<file path="src/rtl/pwm_pkg.sv">
package pwm_pkg;
  localparam int CH_N  = 4;
  localparam int CNT_W = 32;
  localparam int CH_W  = $clog2(CH_N);

  typedef struct packed {
    logic [CH_N-1:0]  ldHigh;
    logic [CH_N-1:0]  ldLen;
    logic [CNT_W-1:0] wdata;
  } regStrobe_t;
endpackage

</file>
<file path="src/rtl/pwm_reg_ctrl.sv">
module pwm_reg_ctrl #(
  parameter int ADDR_W = 6
) (
  input  logic                     busWrEn,
  input  logic [ADDR_W-1:0]        busAddr,
  input  logic [pwm_pkg::CNT_W-1:0] busWrData,
  input  logic [pwm_pkg::CNT_W-1:0] shHigh [pwm_pkg::CH_N],
  input  logic [pwm_pkg::CNT_W-1:0] shLen  [pwm_pkg::CH_N],
  output pwm_pkg::regStrobe_t      strb,
  output logic [pwm_pkg::CNT_W-1:0] busRdData
);
  import pwm_pkg::*;

  localparam int IDX_W = ADDR_W - 2;
  localparam int REG_N = 2 * CH_N;

  logic [IDX_W-1:0] wordIdx;
  logic [CH_W-1:0]  chanSel;
  logic             isLen;
  logic             inRange;
  logic             unusedAddrLo;

  assign wordIdx      = busAddr[ADDR_W-1:2];
  assign chanSel      = wordIdx[CH_W:1];
  assign isLen        = wordIdx[0];
  assign inRange      = (wordIdx < IDX_W'(REG_N));
  assign unusedAddrLo = ^busAddr[1:0];

  assign strb.wdata = busWrData;

  for (genvar c = 0; c < CH_N; c++) begin : g_dec
    assign strb.ldHigh[c] = busWrEn && inRange && (chanSel == CH_W'(c)) && !isLen;
    assign strb.ldLen[c]  = busWrEn && inRange && (chanSel == CH_W'(c)) &&  isLen;
  end

  always_comb begin
    busRdData = '0;
    if (inRange) begin
      busRdData = isLen ? shLen[chanSel] : shHigh[chanSel];
    end
  end
endmodule

</file>
<file path="src/rtl/pwm_chan_dp.sv">
module pwm_chan_dp #(
  parameter int CH_IDX = 0
) (
  input  logic                      clk,
  input  logic                      rstN,
  input  pwm_pkg::regStrobe_t       strb,
  output logic [pwm_pkg::CNT_W-1:0] shHigh,
  output logic [pwm_pkg::CNT_W-1:0] shLen,
  output logic                      idle,
  output logic                      pwmOut
);
  import pwm_pkg::*;

  logic [CNT_W-1:0] actHigh, actLen, cnt;
  logic [CNT_W-1:0] nHigh, nLen, nCnt;
  logic             wrap, reload, nOut, outQ;

  // shadow copies, written by the bus
  always_ff @(posedge clk) begin
    if (!rstN) begin
      shHigh <= '0;
      shLen  <= '0;
    end else begin
      if (strb.ldHigh[CH_IDX]) shHigh <= strb.wdata;
      if (strb.ldLen[CH_IDX])  shLen  <= strb.wdata;
    end
  end

  always_comb begin
    idle   = (actLen == '0);
    wrap   = !idle && (cnt == actLen - CNT_W'(1));
    reload = idle || wrap;
    nHigh  = reload ? shHigh : actHigh;
    nLen   = reload ? shLen  : actLen;
    nCnt   = reload ? '0     : cnt + CNT_W'(1);
    nOut   = (nLen == '0) || (nCnt < nHigh);
  end

  always_ff @(posedge clk) begin
    if (!rstN) begin
      actHigh <= '0;
      actLen  <= '0;
      cnt     <= '0;
      outQ    <= 1'b1;
    end else begin
      actHigh <= nHigh;
      actLen  <= nLen;
      cnt     <= nCnt;
      outQ    <= nOut;
    end
  end

  assign pwmOut = outQ;
endmodule

</file>
<file path="src/rtl/quad_pwm_gen.sv">
module quad_pwm_gen #(
  parameter int ADDR_W = 6
) (
  input  logic                      clk,
  input  logic                      rstN,
  input  logic                      busWrEn,
  input  logic [ADDR_W-1:0]         busAddr,
  input  logic [pwm_pkg::CNT_W-1:0] busWrData,
  output logic [pwm_pkg::CNT_W-1:0] busRdData,
  output logic [pwm_pkg::CH_N-1:0]  pwmOut
);
  import pwm_pkg::*;

  regStrobe_t       strb;
  logic [CNT_W-1:0] shHigh [CH_N];
  logic [CNT_W-1:0] shLen  [CH_N];
  logic [CH_N-1:0]  chanIdle;

  pwm_reg_ctrl #(.ADDR_W(ADDR_W)) ctrl_i (
    .busWrEn  (busWrEn),
    .busAddr  (busAddr),
    .busWrData(busWrData),
    .shHigh   (shHigh),
    .shLen    (shLen),
    .strb     (strb),
    .busRdData(busRdData)
  );

  for (genvar c = 0; c < CH_N; c++) begin : g_ch
    pwm_chan_dp #(.CH_IDX(c)) dp_i (
      .clk   (clk),
      .rstN  (rstN),
      .strb  (strb),
      .shHigh(shHigh[c]),
      .shLen (shLen[c]),
      .idle  (chanIdle[c]),
      .pwmOut(pwmOut[c])
    );
  end
endmodule

</file>
<file path="config.mk">
export PLATFORM = sky130hd
export DESIGN_NAME = quad_pwm_gen
export DESIGN_NICKNAME = d
export VERILOG_FILES = /design/src/rtl/pwm_pkg.sv /design/src/rtl/pwm_reg_ctrl.sv /design/src/rtl/pwm_chan_dp.sv /design/src/rtl/quad_pwm_gen.sv
export SDC_FILE = /design/constraint.sdc
export NUM_CORES = 2
export LEC_CHECK = 0
export BUFFER_PORTS_ARGS = -buffer_cell sky130_fd_sc_hd__buf_2
export CAP_MARGIN = 30
export CORE_ASPECT_RATIO = 0.9
export CORE_MARGIN = 4
export CORE_UTILIZATION = 52
export DETAILED_ROUTE_END_ITERATION = 10
export GPL_TIMING_DRIVEN = 1
export PLACE_DENSITY = 0.71
export SLEW_MARGIN = 20
export SYNTH_ARGS = -nofsm -noshare
export SYNTH_HDL_FRONTEND = slang
export SYNTH_SLANG_ARGS = --single-unit
export TNS_END_PERCENT = 100
</file>
<file path="constraint.sdc">
create_clock -name clk -period 4.8 [get_ports clk]
set_input_delay 0.96 -clock clk [delete_from_list [all_inputs] [get_ports clk]]
set_output_delay 0.96 -clock clk [all_outputs]
set_load 0.02 [all_outputs]
</file>
# Yosys cells after proc, flatten, opt, wreduce, memory -nomap -nowiden
# Cells that the tools add are included.
op_classes:
  add_sub_neg: 8
  order_cmp: 6
  n_eq_ne: 7
  n_mux: 20
  bitwise_logic: 1
  n_reduce_logical: 39
op_table:
  columns: ["op", "count"]
  rows:
  - ["32-bit 2-to-1 mux", 18]
  - ["32-bit logical NOT", 8]
  - ["32-bit by 1-bit adder with 32-bit output (second input constant)", 4]
  - ["32-bit binary-select mux with 2-bit select", 2]
  - ["32-bit equality test", 4]
  - ["32-bit < comparator", 4]
  - ["32-bit by 1-bit subtractor with 32-bit output (second input constant)", 4]
  - ["1-bit logical AND", 17]
  - ["1-bit logical OR", 8]
  - ["1-bit logical NOT", 5]
  - ["2-bit equality test (second input constant)", 2]
  - ["4-bit < comparator (second input constant)", 1]
  - ["3-bit >= comparator (second input constant)", 1]
  - ["2-bit NOT with 3-bit output", 1]
  - ["2-bit by 1-bit equality test with 1-bit output (second input constant)", 1]
  - ["2-bit logical NOT", 1]
word_totals:
  reg_bits: 644
  in_bits: 41
  out_inout_bits: 36
  word_cells: 105

# Depth between registers and ports, before layout
depth:
  ltp_word: 7
  ltp_mapped: 24
  depth_no_buf: 20

# Cells and area by module
# From an unflattened synthesis, not the netlist that was laid out.
hier_totals:
  hier_cells: 3802
  area_unflattened_um2: 35655.4
modules_own_cells:
  columns: ["module", "instances", "cells_per_inst", "area_each_um2", "seq_area_each_um2"]
  rows:
  - ["pwm_chan_dp at g_ch[1].dp_i ...", 2, 892, 8544.4, 3223.1]
  - ["pwm_chan_dp at g_ch[0].dp_i", 1, 889, 8180.3, 3223.1]
  - ["pwm_chan_dp at g_ch[3].dp_i", 1, 859, 8007.7, 3223.1]
  - ["pwm_reg_ctrl", 1, 270, 2378.5, 0.0]

# Least setup slack after synthesis
# No wires, ideal clock.
synth_timing:
  kind: "register to register"
  from: "register g_ch[0].dp_i.actLen[20]"
  to: "register g_ch[0].dp_i.outQ"
  setup_time_ns: 0.134
  t_arrival_ns: 5.008
  required_time_ns: 4.666
  setup_slack_ns: -0.342
  stages_incl_launch_ff: 22
  path_buffers: 4
  synth_period_minus_slack_ns: 5.142
  path_cell_list: "dfxtp_1 clkbuf_1 or4_1 or2_2 or4_1 a221oi_1 nand4_1 nor4_1 a21oi_1 clkbuf_1 buf_2 clkbuf_1 nor2b_1 ha_1 nand4_1 or3_1 inv_1 nand3_1 or3_1 o21ai_0 nand3_1 or4_1"
synth_via:
  elab_chain_cells: 7
  word_cells_on_any_way: 12
  classes_between: "add/sub (1); order compare (1); eq/ne (1); mux (3); reduce/logical (6)"
synth_rtl:
  columns: ["element", "line", "source"]
  rows:
  - ["start, declared", "pwm_chan_dp.sv:14", "logic [CNT_W-1:0] actHigh, actLen, cnt;"]
  - ["start signal, assigned", "pwm_chan_dp.sv:47", "actLen <= nLen;"]
  - ["32-bit by 1-bit subtractor with 32-bit output or 32-bit logical NOT (tied branches)", "pwm_chan_dp.sv:31, pwm_chan_dp.sv:30", null]
  - ["32-bit equality test or 1-bit logical NOT (tied branches)", "pwm_chan_dp.sv:31", "wrap = !idle && (cnt == actLen - CNT_W'(1));"]
  - ["1-bit logical AND", "pwm_chan_dp.sv:31", null]
  - ["1-bit logical OR *", "pwm_chan_dp.sv:32", "reload = idle || wrap;"]
  - ["32-bit 2-to-1 mux *", "pwm_chan_dp.sv:35", "nCnt = reload ? '0 : cnt + CNT_W'(1);"]
  - ["via g_ch[0].dp_i.nCnt[29]", "pwm_chan_dp.sv:15", "logic [CNT_W-1:0] nHigh, nLen, nCnt;"]
  - ["32-bit < comparator *", "pwm_chan_dp.sv:36", "nOut = (nLen == '0) || (nCnt < nHigh);"]
  - ["1-bit logical OR *", "pwm_chan_dp.sv:36", null]
  - ["end signal, assigned", "pwm_chan_dp.sv:49", "outQ <= nOut;"]
  - ["end, declared", "pwm_chan_dp.sv:16", "logic wrap, reload, nOut, outQ;"]
# Mark *: on every way through the listed nets, which the timed path passes. The rest lies on a longest branch.
# A chain may end at the register's enable or synchronous reset.

# Worst setup path in the final report
layout_timing:
  from: "register g_ch[0].dp_i.actLen[1]"
  to: "register g_ch[0].dp_i.outQ"
layout_via:
  elab_chain_cells: 7
  word_cells_on_any_way: 12
  classes_between: "add/sub (1); order compare (1); eq/ne (1); mux (3); reduce/logical (6)"
layout_rtl:
  columns: ["element", "line"]
  rows:
  - ["32-bit by 1-bit subtractor with 32-bit output or 32-bit logical NOT (tied branches)", "pwm_chan_dp.sv:31, pwm_chan_dp.sv:30"]
  - ["32-bit equality test or 1-bit logical NOT (tied branches)", "pwm_chan_dp.sv:31"]
  - ["1-bit logical AND", "pwm_chan_dp.sv:31"]
  - ["1-bit logical OR", "pwm_chan_dp.sv:32"]
  - ["32-bit 2-to-1 mux, on equally long branches", "pwm_chan_dp.sv:35, pwm_chan_dp.sv:33, pwm_chan_dp.sv:34"]
  - ["32-bit < comparator or 32-bit logical NOT (tied branches)", "pwm_chan_dp.sv:36"]
  - ["1-bit logical OR *", "pwm_chan_dp.sv:36"]
# Every way passes the cells marked *; elsewhere a longest branch is shown, timed or not.

==> flow_summary.json <==
{
  "outcome": "complete, but fails checks",
  "violations": "setup timing",
  "r2r_start": "g_ch[0].dp_i.actLen[1]",
  "area_delta_synth_final_pct": 21.8,
  "detailed_router_s_first_iteration_violation_count": 3633,
  "critical_path_class": "register to register",
  "ys_dominant_reg_cell": "sky130_fd_sc_hd__dfxtp_1",
  "crit_path_end_kind": "register",
  "place.gp.congestion": 0.946,
  "crit_fanout": 10,
  "report.final.hold_viol_count": 0,
  "layout_common_cells": "636 x sky130_fd_sc_hd__dfxtp_1, 605 x sky130_fd_sc_hd__nand2_1, 572 x sky130_fd_sc_hd__nor2_1, 378 x sky130_fd_sc_hd__buf_4, 299 x sky130_fd_sc_hd__a21oi_1",
  "wirelength_microns": 112000,
  "hold_path.startpoint": "g_ch[3].dp_i.shHigh[13]",
  "syn_area_sq_um": 34100,
  "cp-start-kind": "register",
  "die_area_sq_um": 69700,
  "rsz0062_at_grt": "true",
  "fmax_ghz": 0.198,
  "first_pass_iters": 6,
  "power_density_nw_per_um2": 320,
  "fin_crit_sh_pct": 105,
  "synth_nets": 4201,
  "clock_tree.htree_level_count": 3,
  "dieHeight_microns": 251,
  "timing.clock.skew_ps": 35.1,
  "slew-limit-headroom_pct": 41.4,
  "insertion_delay_ps": 630,
  "yosys_synthesis_warning_count": 0,
  "leakagePower_uw": 0.0171,
  "timing.hold.worst.class": "register to register",
  "fillers": 5341,
  "dpl.cell_count": 5045,
  "layout-drive-gt1-share_pct": 19.9,
  "pin_slew_with_the_least_headroom_to_its_limit_ps": 879,
  "worst_ep_arrival_time_ps": 5530,
  "postSynthCellCount": 4028,
  "wl_per_cell_microns": 21.5,
  "globalRoute.totalOverflow": 0,
  "vias_per_cell": 5.94,
  "antenna_violations_before_repair": 10,
  "place.port_buffers": 74,
  "clk_pin_slew_ps": 60,
  "grt_pass1_vias": 28700,
  "synth_edf_count": 0,
  "clock-sinks": 644,
  "layout_setup_ws_ps": -244,
  "row_count": 88,
  "grt_first_pass_wirelength_microns": 169000,
  "synth_largest_area_cell": "sky130_fd_sc_hd__dfxtp_1",
  "part_of_the_yosys_area_used_for_sequential_elements_pct": 37.8,
  "setup_slack_at_placement_ps": -404,
  "instances_no_fill": 5228,
  "yosysTopAreaCellShare_pct": 37.8,
  "grt_start_max_net_pins": 126,
  "synth_unique_cells": 82,
  "timing.critical_path.required_ps": 5280,
  "tritoncts_buffers": 70,
  "final-setup-viol-count": 3,
  "slew_violations": 0,
  "cts.root.buffer_cell": "sky130_fd_sc_hd__clkbuf_16",
  "dieWidth_microns": 278,
  "number_of_register_bits_inferred_by_synthesis": 644,
  "io_pins": 77,
  "cts_tree": "built",
  "worstSetupStartpoint": "g_ch[0].dp_i.actLen[1]",
  "finalNetCount": 4487,
  "most_frequent_standard_cell_in_the_layout_excluding_fill_and_tap_cells": "sky130_fd_sc_hd__dfxtp_1",
  "max-vdd-ir-drop_mv": 0.210,
  "max-cap-violations": 0,
  "clk_path_buf_depth": 3,
  "syn-mean-instance-area_sq_um": 8.46,
  "core_region_area_sq_um": 64500,
  "grtUsageTotal_pct": 30.5,
  "detail-route-antenna-nets": 0,
  "drt_drc_violations_left": 0,
  "dpl.hpwl_microns": 82600,
  "ys_top_cells_by_area": "sky130_fd_sc_hd__dfxtp_1 38%, sky130_fd_sc_hd__mux2i_1 8.8%, sky130_fd_sc_hd__nand2_1 6.7%",
  "async_reset_ff_share_pct": 0,
  "finalCriticalPeriod_ps": 5040,
  "floorplan.initialDensity_pct": 52.8,
  "detailroute.via_count": 31000
}
## registers in the layout (all words and copies together), names as in the netlist
name and count:
g_ch.dp_i.actLen 128, g_ch.dp_i.shLen 128, g_ch.dp_i.actHigh 128, g_ch.dp_i.cnt 128
g_ch.dp_i.pwmOut 4, g_ch.dp_i.shHigh 128
## critical path, cell delays in order, from the launching register on
cell and delay, ps:
sky130_fd_sc_hd__dfxtp_4 360, sky130_fd_sc_hd__inv_1 70, sky130_fd_sc_hd__ha_2 170, sky130_fd_sc_hd__nor3b_4 190, sky130_fd_sc_hd__nand4_1 240, sky130_fd_sc_hd__buf_4 220
sky130_fd_sc_hd__buf_4 120, sky130_fd_sc_hd__nor4_1 180, sky130_fd_sc_hd__buf_4 170, sky130_fd_sc_hd__mux2_2 320, sky130_fd_sc_hd__mux2i_1 150, sky130_fd_sc_hd__o22ai_1 150
sky130_fd_sc_hd__a21oi_4 200, sky130_fd_sc_hd__buf_6 140, sky130_fd_sc_hd__buf_12 130, sky130_fd_sc_hd__buf_4 170, sky130_fd_sc_hd__mux2i_1 280, sky130_fd_sc_hd__ha_1 230
sky130_fd_sc_hd__nor3_1 90, sky130_fd_sc_hd__a2111oi_2 380, sky130_fd_sc_hd__o21ai_1 110, sky130_fd_sc_hd__nor4bb_4 180, sky130_fd_sc_hd__o21ai_1 70, sky130_fd_sc_hd__nand3_1 80
sky130_fd_sc_hd__or4_1 550
## routing by layer
| metal | GRT usage [%] | up-vias | share of wire, % |
|---|---|---|---|
| met2 | 47.7 | 1422 | 44 |
| li1 | - | 14600 | - |
| met5 | 0 | - | 0.056 |
| met1 | 41.4 | 14700 | 42 |
| met3 | 6.57 | 268 | 9.2 |
| met4 | 12.4 | 8 | 4.4 |
## timing repair
| action | CTS | global route |
|---|---|---|
| gates resized for setup | 96 | 156 |
| gates cloned | 3 | 3 |
| setup endpoints to repair | 4 | 4 |
| setup buffers | 24 | 28 |
| pin swaps | 50 | 93 |
| hold endpoints to repair | 0 | 0 |
| hold buffers | 0 | 0 |
## power by group
part / internal [uW] / switching, uW
combinational: 971 / 1100
sequential: 5400 / 83.8
clock: 3440 / 2270
## cell type report
cell class	count	area [sq um]	share of cell area [%]
diodes	5	12.5	0.0301
clock buffers	96	2050	4.95
clock inverters	30	385	0.928
inverters	35	141	0.341
multi-input cells	3070	21100	50.7
flip-flops and latches	644	12900	31.1
well taps	855	1070	2.58
repair buffers	493	3880	9.34
## cell families after synthesis
| group | Yosys count | synth area share, % |
|---|---|---|
| flops | 644 | 37.8 |
| buf+inv | 315 | 4.02 |
| xor+xnor | 276 | 7.10 |
| mux | 364 | 13.0 |
| fa+ha+maj | 132 | 4.85 |
| compound gates | 511 | 8.94 |
| simple gates | 1786 | 24.2 |
## final timing paths
check,endpoint,slack [ps],cells past startpoint
hold reg to reg,g_ch[3].dp_i.shHigh[13],480,2
setup / recovery,g_ch[0].dp_i.pwmOut,-240,24
hold / removal,g_ch[3].dp_i.shHigh[13],480,2
setup reg to reg,g_ch[0].dp_i.pwmOut,-240,24
## synthesized netlist by cell type, drive strengths merged, types with 6 or more instances
cell / instances
or3: 38
nand4: 72
xnor2: 136
a211oi: 13
nor2: 573
a31oi: 11
o21ai: 45
and3: 38
nand2b: 19
nand2: 607
nand4b: 6
and4: 19
mux4: 64
or4: 32
o211ai: 13
or2: 18
nor2b: 53
dfxtp: 644
nand3b: 17
nor4: 80
a21o: 37
and2: 6
nor4b: 7
ha: 132
buf: 72
mux2i: 299
nor3: 92
nand3: 85
o31ai: 11
nor3b: 9
xor2: 140
clkbuf: 208
a21oi: 309
inv: 35
a2111oi: 7
## stage by stage
step	hold slack (ps)	area (sq um)	util [%]	setup TNS [ps]	total power, uW
after floorplan	446	34200	-	-61.0	6780
after global placement	463	37300	57.8	-1040	7280
after detailed placement	471	37300	57.8	-1330	7300
after CTS	480	40400	62.7	-435	13100
after global routing	497	41500	64.3	-1330	13600
final	482	41500	64.3	-594	13300
Note: power is estimated with default switching activity, not from simulation.
